### src/rtl/nand_ecc_pkg.sv
package nand_ecc_pkg;
  typedef enum logic [1:0] {
    EM_OFF   = 2'b00,
    EM_ON    = 2'b01,
    EM_READ  = 2'b10,
    EM_CLEAR = 2'b11
  } ecc_mode_e;

  localparam int ADDR_W = 8;            // bytes per chunk = 2**ADDR_W
  localparam int LINE_W = 2 * ADDR_W;
  localparam int COL_W  = 6;

  function automatic logic [COL_W-1:0] col_par(input logic [7:0] b);
    logic [COL_W-1:0] c;
    c[0] = b[0] ^ b[2] ^ b[4] ^ b[6];
    c[1] = b[1] ^ b[3] ^ b[5] ^ b[7];
    c[2] = b[0] ^ b[1] ^ b[4] ^ b[5];
    c[3] = b[2] ^ b[3] ^ b[6] ^ b[7];
    c[4] = ^b[3:0];
    c[5] = ^b[7:4];
    return c;
  endfunction

  // returns {byte2, byte1, byte0}, inverted, unused bits set
  function automatic logic [23:0] fmt_par(input logic [LINE_W-1:0] lp,
                                          input logic [COL_W-1:0] cp);
    return {~cp, 2'b11, ~lp[15:8], ~lp[7:0]};
  endfunction
endpackage

### src/rtl/nand_ecc_acc.sv
module nand_ecc_acc
  import nand_ecc_pkg::*;
(
  input  logic              clk,
  input  logic              rst,
  input  logic              clr,
  input  logic              en,
  input  logic [ADDR_W-1:0] addr,
  input  logic [7:0]        din,
  output logic [LINE_W-1:0] lp,
  output logic [COL_W-1:0]  cp
);
  logic              bpar;
  logic [LINE_W-1:0] line_upd;

  always_comb begin
    bpar = ^din;
    for (int k = 0; k < ADDR_W; k++) begin
      line_upd[2*k]   = bpar & ~addr[k];
      line_upd[2*k+1] = bpar &  addr[k];
    end
  end

  always_ff @(posedge clk) begin
    if (rst || clr) begin
      lp <= '0;
      cp <= '0;
    end else if (en) begin
      lp <= lp ^ line_upd;
      cp <= cp ^ col_par(din);
    end
  end
endmodule

### src/rtl/nand_ecc_rdseq.sv
module nand_ecc_rdseq #(
  parameter int NCH  = 2,
  parameter int CH_W = (NCH > 1) ? $clog2(NCH) : 1
) (
  input  logic            clk,
  input  logic            rst,
  input  logic            restart,
  input  logic            adv,
  output logic [CH_W-1:0] chunk,
  output logic [1:0]      pos
);
  always_ff @(posedge clk) begin
    if (rst || restart) begin
      chunk <= '0;
      pos   <= 2'd0;
    end else if (adv) begin
      if (pos == 2'd2) begin
        pos   <= 2'd0;
        chunk <= (chunk == CH_W'(NCH - 1)) ? '0 : chunk + 1'b1;
      end else begin
        pos <= pos + 2'd1;
      end
    end
  end
endmodule

### src/rtl/nand_ecc_gen.sv
module nand_ecc_gen
  import nand_ecc_pkg::*;
#(
  parameter int STEP_BYTES = 512
) (
  input  logic       clk,
  input  logic       rst,
  input  logic       mode_wr,
  input  logic [1:0] mode_wdata,
  input  logic       dat_stb,
  input  logic       dat_rd,
  input  logic       cmd_cyc,
  input  logic [7:0] wr_byte,
  input  logic [7:0] flash_byte,
  output logic [7:0] rd_byte,
  output logic       rd_vld
);
  localparam int NCH   = STEP_BYTES / (1 << ADDR_W);
  localparam int IDX_W = $clog2(STEP_BYTES);
  localparam int CH_W  = (NCH > 1) ? $clog2(NCH) : 1;
  localparam int ACC_W = LINE_W + COL_W;

  ecc_mode_e          mode_q;
  logic               acc_en, clr, rd_req;
  logic [IDX_W-1:0]   byte_idx;
  logic [CH_W-1:0]    chunk_sel;
  logic [7:0]         acc_byte;
  logic [NCH*ACC_W-1:0] acc_flat;
  logic [23:0]        fmt_w [NCH];
  logic [CH_W-1:0]    rs_chunk;
  logic [1:0]         rs_pos;
  logic [7:0]         par_sel;

  always_ff @(posedge clk) begin
    if (rst)          mode_q <= EM_OFF;
    else if (mode_wr) mode_q <= ecc_mode_e'(mode_wdata);
  end

  assign clr       = (mode_q == EM_CLEAR);
  assign acc_en    = (mode_q == EM_ON) && dat_stb && !cmd_cyc;
  assign rd_req    = dat_stb && dat_rd;
  assign acc_byte  = dat_rd ? flash_byte : wr_byte;
  assign chunk_sel = CH_W'(byte_idx >> ADDR_W);

  always_ff @(posedge clk) begin
    if (rst || clr)  byte_idx <= '0;
    else if (acc_en) byte_idx <= byte_idx + 1'b1;
  end

  for (genvar g = 0; g < NCH; g++) begin : g_chunk
    logic [LINE_W-1:0] lp;
    logic [COL_W-1:0]  cp;
    nand_ecc_acc u_acc (
      .clk  (clk),
      .rst  (rst),
      .clr  (clr),
      .en   (acc_en && (chunk_sel == CH_W'(g))),
      .addr (byte_idx[ADDR_W-1:0]),
      .din  (acc_byte),
      .lp   (lp),
      .cp   (cp)
    );
    assign fmt_w[g] = fmt_par(lp, cp);
    assign acc_flat[g*ACC_W +: ACC_W] = {lp, cp};
  end

  nand_ecc_rdseq #(.NCH(NCH), .CH_W(CH_W)) u_rdseq (
    .clk     (clk),
    .rst     (rst),
    .restart (mode_wr),
    .adv     (rd_req && (mode_q == EM_READ)),
    .chunk   (rs_chunk),
    .pos     (rs_pos)
  );

  always_comb begin
    case (rs_pos)
      2'd0:    par_sel = fmt_w[rs_chunk][15:8];
      2'd1:    par_sel = fmt_w[rs_chunk][7:0];
      default: par_sel = fmt_w[rs_chunk][23:16];
    endcase
  end

  always_ff @(posedge clk) begin
    if (rst) begin
      rd_byte <= '0;
      rd_vld  <= 1'b0;
    end else begin
      rd_vld <= rd_req;
      if (rd_req) rd_byte <= (mode_q == EM_READ) ? par_sel : flash_byte;
    end
  end
endmodule

### config.mk
export PLATFORM = sky130hd
export DESIGN_NAME = nand_ecc_gen
export DESIGN_NICKNAME = d
export VERILOG_FILES = /design/src/rtl/nand_ecc_pkg.sv /design/src/rtl/nand_ecc_acc.sv /design/src/rtl/nand_ecc_rdseq.sv /design/src/rtl/nand_ecc_gen.sv
export SDC_FILE = /design/constraint.sdc
export NUM_CORES = 1
export LEC_CHECK = 0
export ABC_AREA = 1
export CAP_MARGIN = 20
export CORE_MARGIN = 5
export CORE_UTILIZATION = 54
export DETAILED_ROUTE_END_ITERATION = 12
export DONT_BUFFER_PORTS = 1
export PLACE_DENSITY_LB_ADDON = 0.25
export SYNTH_ARGS = -nofsm -noshare
export SYNTH_HDL_FRONTEND = slang
export SYNTH_SLANG_ARGS = --single-unit
### constraint.sdc
create_clock -name clk -period 2 [get_ports clk]
set_input_delay 0.6 -clock clk [delete_from_list [all_inputs] [get_ports clk]]
set_output_delay 0.6 -clock clk [all_outputs]
set_load 0.05 [all_outputs]
After elaboration in Yosys (flattened, before gate mapping) --
Index checks and enable logic that the tools add are counted.
Storage, ports and cells: bits in registers 67, bits of input ports 24, output and inout port bits 9, word-level logic and storage cells 89
Cells by class: add/sub/neg operators 3, order comparisons 1, eq/ne operators 5, multiplexer cells 8, bitwise logic cells 48, reductions and logical operators 14
Operators by type and width (number):
- 24-bit two-way mux | 3
- 8-bit inverter | 4
- 16-bit bitwise XOR | 2
- 1-bit bitwise AND | 16
- 8-bit two-way mux | 2
- 8-bit case mux with 2 select lines | 1
- 6-bit inverter | 2
- 1-bit bitwise XOR | 12
- 6-bit bitwise XOR | 2
- 9-bit by 1-bit adder with 9-bit output, second input constant | 1
- 1-bit inverter | 9
- 4-bit XOR reduction | 2
- 8-bit XOR reduction | 1
- 2-bit equality test, second input constant | 3
- 1-bit logical AND | 6
- 2-bit by 1-bit equality test with 1-bit output, second input constant | 2
- 2-bit by 1-bit adder with 2-bit output, second input constant | 1
- 2-bit >= comparator, second input constant | 1
- 2-bit logical NOT | 1
- 1-bit logical OR | 2
- 2-bit two-way mux | 1
- 1-bit inverter with 2-bit output | 1
- 2-bit AND reduction | 1
- 1-bit adder, second input constant | 1
- 2 further kinds | 2

Longest topological paths before layout --
Gate-level depths: netlist of the first run.
depth after elaboration 6, mapped depth 16

By module --
A second synthesis of the first run with hierarchy kept.
Unflattened totals: cells, all modules 763, area total of the unflattened synthesis 4600.7 um2
By module, submodules not included:
- nand_ecc_acc | times used 2, cells each 250, area an instance 1507.7 um2, seq. area each 440.4 um2
- nand_ecc_gen | times used 1, cells each 243, area an instance 1452.6 um2, seq. area each 400.4 um2
- nand_ecc_rdseq | times used 1, cells each 20, area an instance 132.6 um2, seq. area each 60.1 um2

Least setup slack after synthesis of the first run --
No wires, ideal clock.
path kind in2reg, start input port dat_rd, end register g_chunk[1].u_acc.lp[12], library setup time 0.110 ns, arrival time 1.778 ns, required time 1.890 ns, slack 0.112 ns, stages 15, path through buf_6 > inv_6 > buf_8 > nand2_1 > nand2_1 > nand2_1 > nand2_2 > nand2_1 > nand2_2 > nand2_4 > nand2_8 > buf_4 > nand4_1 > nand2_1 > nor2_1
Between the ends: longest elaborated chain between the ends 4
Ends and longest elaborated chain:
- start: declaration | RTL line nand_ecc_gen.sv:11 | input logic dat_rd,
- 8-bit two-way mux | RTL line nand_ecc_gen.sv:42 | assign acc_byte = dat_rd ? flash_byte : wr_byte;
- 8-bit XOR reduction | RTL line nand_ecc_acc.sv:17 | bpar = ^din;
- 1-bit bitwise AND | RTL line nand_ecc_acc.sv:19 | line_upd[2*k] = bpar & ~addr[k];
- 16-bit bitwise XOR | RTL line nand_ecc_acc.sv:29 | lp <= lp ^ line_upd;
- end signal: assignment | RTL line nand_ecc_acc.sv:29
- end: declaration | RTL line nand_ecc_acc.sv:10 | output logic [LINE_W-1:0] lp,
Every way passes these cells. A chain may end at the register's enable or synchronous reset.

Final worst setup path of the first run --
start register mode_q[1], end register g_chunk[0].u_acc.cp[5]
Between the ends: longest elaborated chain between the ends 4, elaborated cells on any way between the ends 6, classes of those cells eq/ne (2); reduce/logical (4)
Ends and longest elaborated chain:
- start: declaration | RTL line nand_ecc_gen.sv:23 | ecc_mode_e mode_q;
- start signal: assignment | RTL line nand_ecc_gen.sv:36 | else if (mode_wr) mode_q <= ecc_mode_e'(mode_wdata);
- 2-bit by 1-bit equality test with 1-bit output | RTL line nand_ecc_gen.sv:40 | assign acc_en = (mode_q == EM_ON) && dat_stb && !cmd_cyc;
- 1-bit logical AND (2 in a row) | RTL line nand_ecc_gen.sv:40
- 1-bit logical AND | RTL line nand_ecc_gen.sv:57 | .en (acc_en && (chunk_sel == CH_W'(g))),
- end signal: assignment | RTL line nand_ecc_acc.sv:30 | cp <= cp ^ col_par(din);
- end: declaration | RTL line nand_ecc_acc.sv:11 | output logic [COL_W-1:0] cp
Several ways; a longest one is shown, not always the timed one.

==> out/qor.csv, run 1 <==
stage;metric;value;unit
logic_synthesis;syn_nets;675;
sta;Final Cycle Share;85.6;%
hold_path;hold path startpoint;rst;
worst_setup_path;FF-to-FF End;g_chunk[0].u_acc.cp[5]$_SDFFE_PP0P_;
worst_setup_path;CP Launch Type;flop;
worst_setup_path;Critical Path RT;2.28;ns
global_routing;first-pass GRT wire length;17300;um
routing;DRT Pass-1 Iters;5;
final_layout;Final nets;676;
hold_path;Worst Hold Path EP;rd_byte[7]$_SDFFE_PP0N_;
cts;clock buffer depth;2;
floorplan;Boundary Pins;33;
logic_synthesis;asr flop ratio synth;0;%
placed_design;Routability Congestion;0.820;
power_and_ir_drop;Power Total;2920;uW
logic_synthesis;syn_area_per_cell;6.23;sq um
worst_setup_path;crit path from;mode_q[1]$_SDFFE_PP0P_;
placed_design;pre-CTS WS;0.0121;ns
routing;via-per-instance ratio;5.30;
routing;met2 routed WL;5050;um
final_layout;area grow syn2layout;9.06;%
sta;Max Clk Rate;0.584;GHz
global_routing;Overflow after GRT;0;
routing;DR vias;4004;
logic_synthesis;post-synthesis sequential area ratio;33.1;%
worst_setup_path;r2r setup slk;0.29;ns
routing;final wirelength;10200;um
cts;Root Buffer;clkbuf_8;
sta;final hold vios;0;
cts;H-tree Lvls;3;
floorplan;Die Wd;96.6;um
cts;Skew-Pair Late Insertion Delay;0.35;ns
final_layout;fill count;719;
global_routing;largest net degree at the start of global routing;51;
global_routing;gr usage total;23.8;%
worst_setup_path;Worst R2R Path Depth;8;
worst_setup_path;CP Class;reg -> reg;
outcome;status;finished, final reports clean;
worst_setup_path;Worst Path Buf+Inv;2;
worst_setup_path;Critical-path top delay cell;dfxtp_1;
cts;clk slew on worst S/H paths;0.07;ns
routing;uppermost layer routed;met4;
logic_synthesis;post-synthesis cell type count;31;
cts;Num CTS Buffers;9;
sta;Final setup violation count;0;
cts;Sink Count;67;
floorplan;Die Ht;96.6;um
hold_path;hold crit path type;in -> reg;
routing;wire length on met3;427;um
power_and_ir_drop;Peak VDD IR;0.374;mV
routing;routed len/inst;13.5;um
logic_synthesis;Synth Register Bits;67;
worst_setup_path;largest stage delay on the critical path;0.35;ns
power_and_ir_drop;Lkg Pwr;0.00194;uW
final_layout;Reg area;0.00134;sq mm
worst_setup_path;crit path cell chain;nor2_1 -> nand3_1 -> nor2_2 -> buf_4 -> inv_1 -> o21ai_0 -> nand2_1 -> a31oi_1;
final_layout;layout cells sized above 1;8.54;%
logic_synthesis;warnings from Yosys;0;
final_layout;diode count;0;
cts;postcts setup bufs;0;
sta;setup_tns;0;ns
floorplan;CORE AREA;0.00729;sq mm
global_routing;vias in the first global route;3719;
sta;minimum clock period;1.71;ns
cts;CTS tree;done;
worst_setup_path;FF-to-FF Start;mode_q[1]$_SDFFE_PP0P_;
logic_synthesis;ys flop type;dfxtp_1;
final_layout;Multi-input gate area;0.00209;sq mm
floorplan;Cell Rows;31;
worst_setup_path;family with the most delay on the worst path;simple AND/OR/NAND/NOR gates;
sta;RSZ-0062 raised after global routing;false;
placed_design;port bufs;0;
routing;DRC;0;
sta;Worst-Margin Slew;0.531;ns
placed_design;Post-DP HPWL;7430;um
sta;Worst Slack Setup Final;0.287;ns
floorplan;Initial Util;55.5;%
global_routing;antenna violations before repair;0;
floorplan;DIE AREA;0.00933;sq mm
sta;max-slew violations;0;
worst_setup_path;WP depth;8;
worst_setup_path;critical path arrival;1.99;ns
routing;1st-iter DRT viols;325;
worst_setup_path;CP Capture Type;flop;
routing;Routed Antenna Nets;0;
logic_synthesis;number of enable flip-flop cells after synthesis;0;
logic_synthesis;Post-Syn Area;0.00405;sq mm
hold_path;hold depth;1;
run;max_cap viols;0;
worst_setup_path;Max Fanout on Critical Path;19;
logic_synthesis;Post-Synthesis Cells;650;
power_and_ir_drop;pwr/cell area;661;mW/mm^2
routing;met1 WL;4540;um
sta;Final Skew;0.00641;ns
sta;Slew headroom;64.6;%
-- state kept, by name, summed over array words and instances, names as in the netlist --
| register | count |
|---|---|
| byte_idx | 9 |
| u_rdseq.pos | 2 |
| mode_q | 2 |
| u_rdseq.chunk | 1 |
| g_chunk.u_acc.lp | 32 |
| rd_byte | 8 |
| g_chunk.u_acc.cp | 12 |
| rd_vld | 1 |
-- logic make-up (layout without fill, tap and decap cells) --
logic type | after synthesis | count (layout) | share of synthesized area (%)
flops | 67 | 67 | 33.1
buf+inv | 147 | 153 | 15.8
simple gates | 337 | 337 | 36.6
compound gates | 89 | 89 | 12.2
xor+xnor | 9 | 9 | 1.95
fa+ha+maj | 1 | 1 | 0.309
-- cell usage in the layout (no fill, tap or decap), drive strengths merged --
master	n
o21ai	32
nand2	192
ha	1
xor2	1
o221ai	5
clkbuf	11
o2111ai	1
nor3	10
a21oi	39
inv	115
o211ai	9
clkinvlp	1
xnor2	8
nand3	35
a31oi	3
nand4	34
nor2	62
bufinv	1
buf	20
nor3b	1
nor4	3
dfxtp	67
clkinv	5
-- area by class of cell --
| cell class | instances | share of cell area, % |
|---|---|---|
| tap | 99 | 2.81 |
| sequential | 67 | 30.4 |
| multi-input combinational | 436 | 47.3 |
| clock buffer | 11 | 3.20 |
| timing repair buffer | 20 | 5.10 |
| inverter | 117 | 10.1 |
| clock inverter | 5 | 1.19 |
-- through the flow --
| stage | util (%) | hold slack [ns] | instance area, sq um | cells |
|---|---|---|---|---|
| after floorplan | - | 0.412 | 4050 | 650 |
| after global placement | 57.8 | 0.423 | 4220 | 739 |
| after detailed placement | 57.8 | 0.432 | 4220 | 739 |
| after CTS | 60.5 | 0.289 | 4410 | 755 |
| after global routing | 60.5 | 0.290 | 4410 | 755 |
| final | 60.5 | 0.309 | 4410 | 755 |
-- power by group --
group | internal (uW) | switching [uW]
registers | 1350 | 58.9
logic | 136 | 239
clock network | 603 | 525
-- synthesized netlist by cell type (6+ instances only) --
library cell    n  share of area [%]
nor2_1         61                5.7
dfxtp_1        67                 33
nand3_1        35                4.3
nor3_1         10                1.2
buf_6           6                1.7
a21oi_1        39                4.8
xnor2_1         8                1.7
o211ai_1        9                1.7
clkbuf_1       12                1.1
o21ai_0        32                4.0
nand4_1        34                5.3
nand2_1       177                 16
inv_1         114                 11
nand2_2        12                1.9
-- routing by layer --
layer	track usage, %	vias to the layer above
met5	0	-
met4	9.23	0
met3	3.95	17
met2	39.2	102
met1	31.1	1830
li1	-	2055
-- worst max-delay path by stage --
| stage | end |
|---|---|
| after detailed placement | g_chunk[1].u_acc.lp[11]$_SDFFE_PP0P_ |
| after CTS | rd_byte[7]$_SDFFE_PP0N_ |
| after floorplan | g_chunk[1].u_acc.lp[12]$_SDFFE_PP0P_ |
| final | g_chunk[0].u_acc.cp[5]$_SDFFE_PP0P_ |
| after global routing | g_chunk[0].u_acc.cp[5]$_SDFFE_PP0P_ |
| after global placement | g_chunk[0].u_acc.lp[15]$_SDFFE_PP0P_ |
-- repair_timing --
item                       4_1_cts  5_1_grt
setup endpoints to repair        0        1
gates resized for setup          0        1
hold buffers                     0        0
No activity file was read; power rests on OpenSTA's default activity.
==> run 2: changes to the inputs <==
- SLEW_MARGIN: unset -> 20
==> results of run 2 <==
The final DEF is identical to that of run 1; final timing and power are the same.
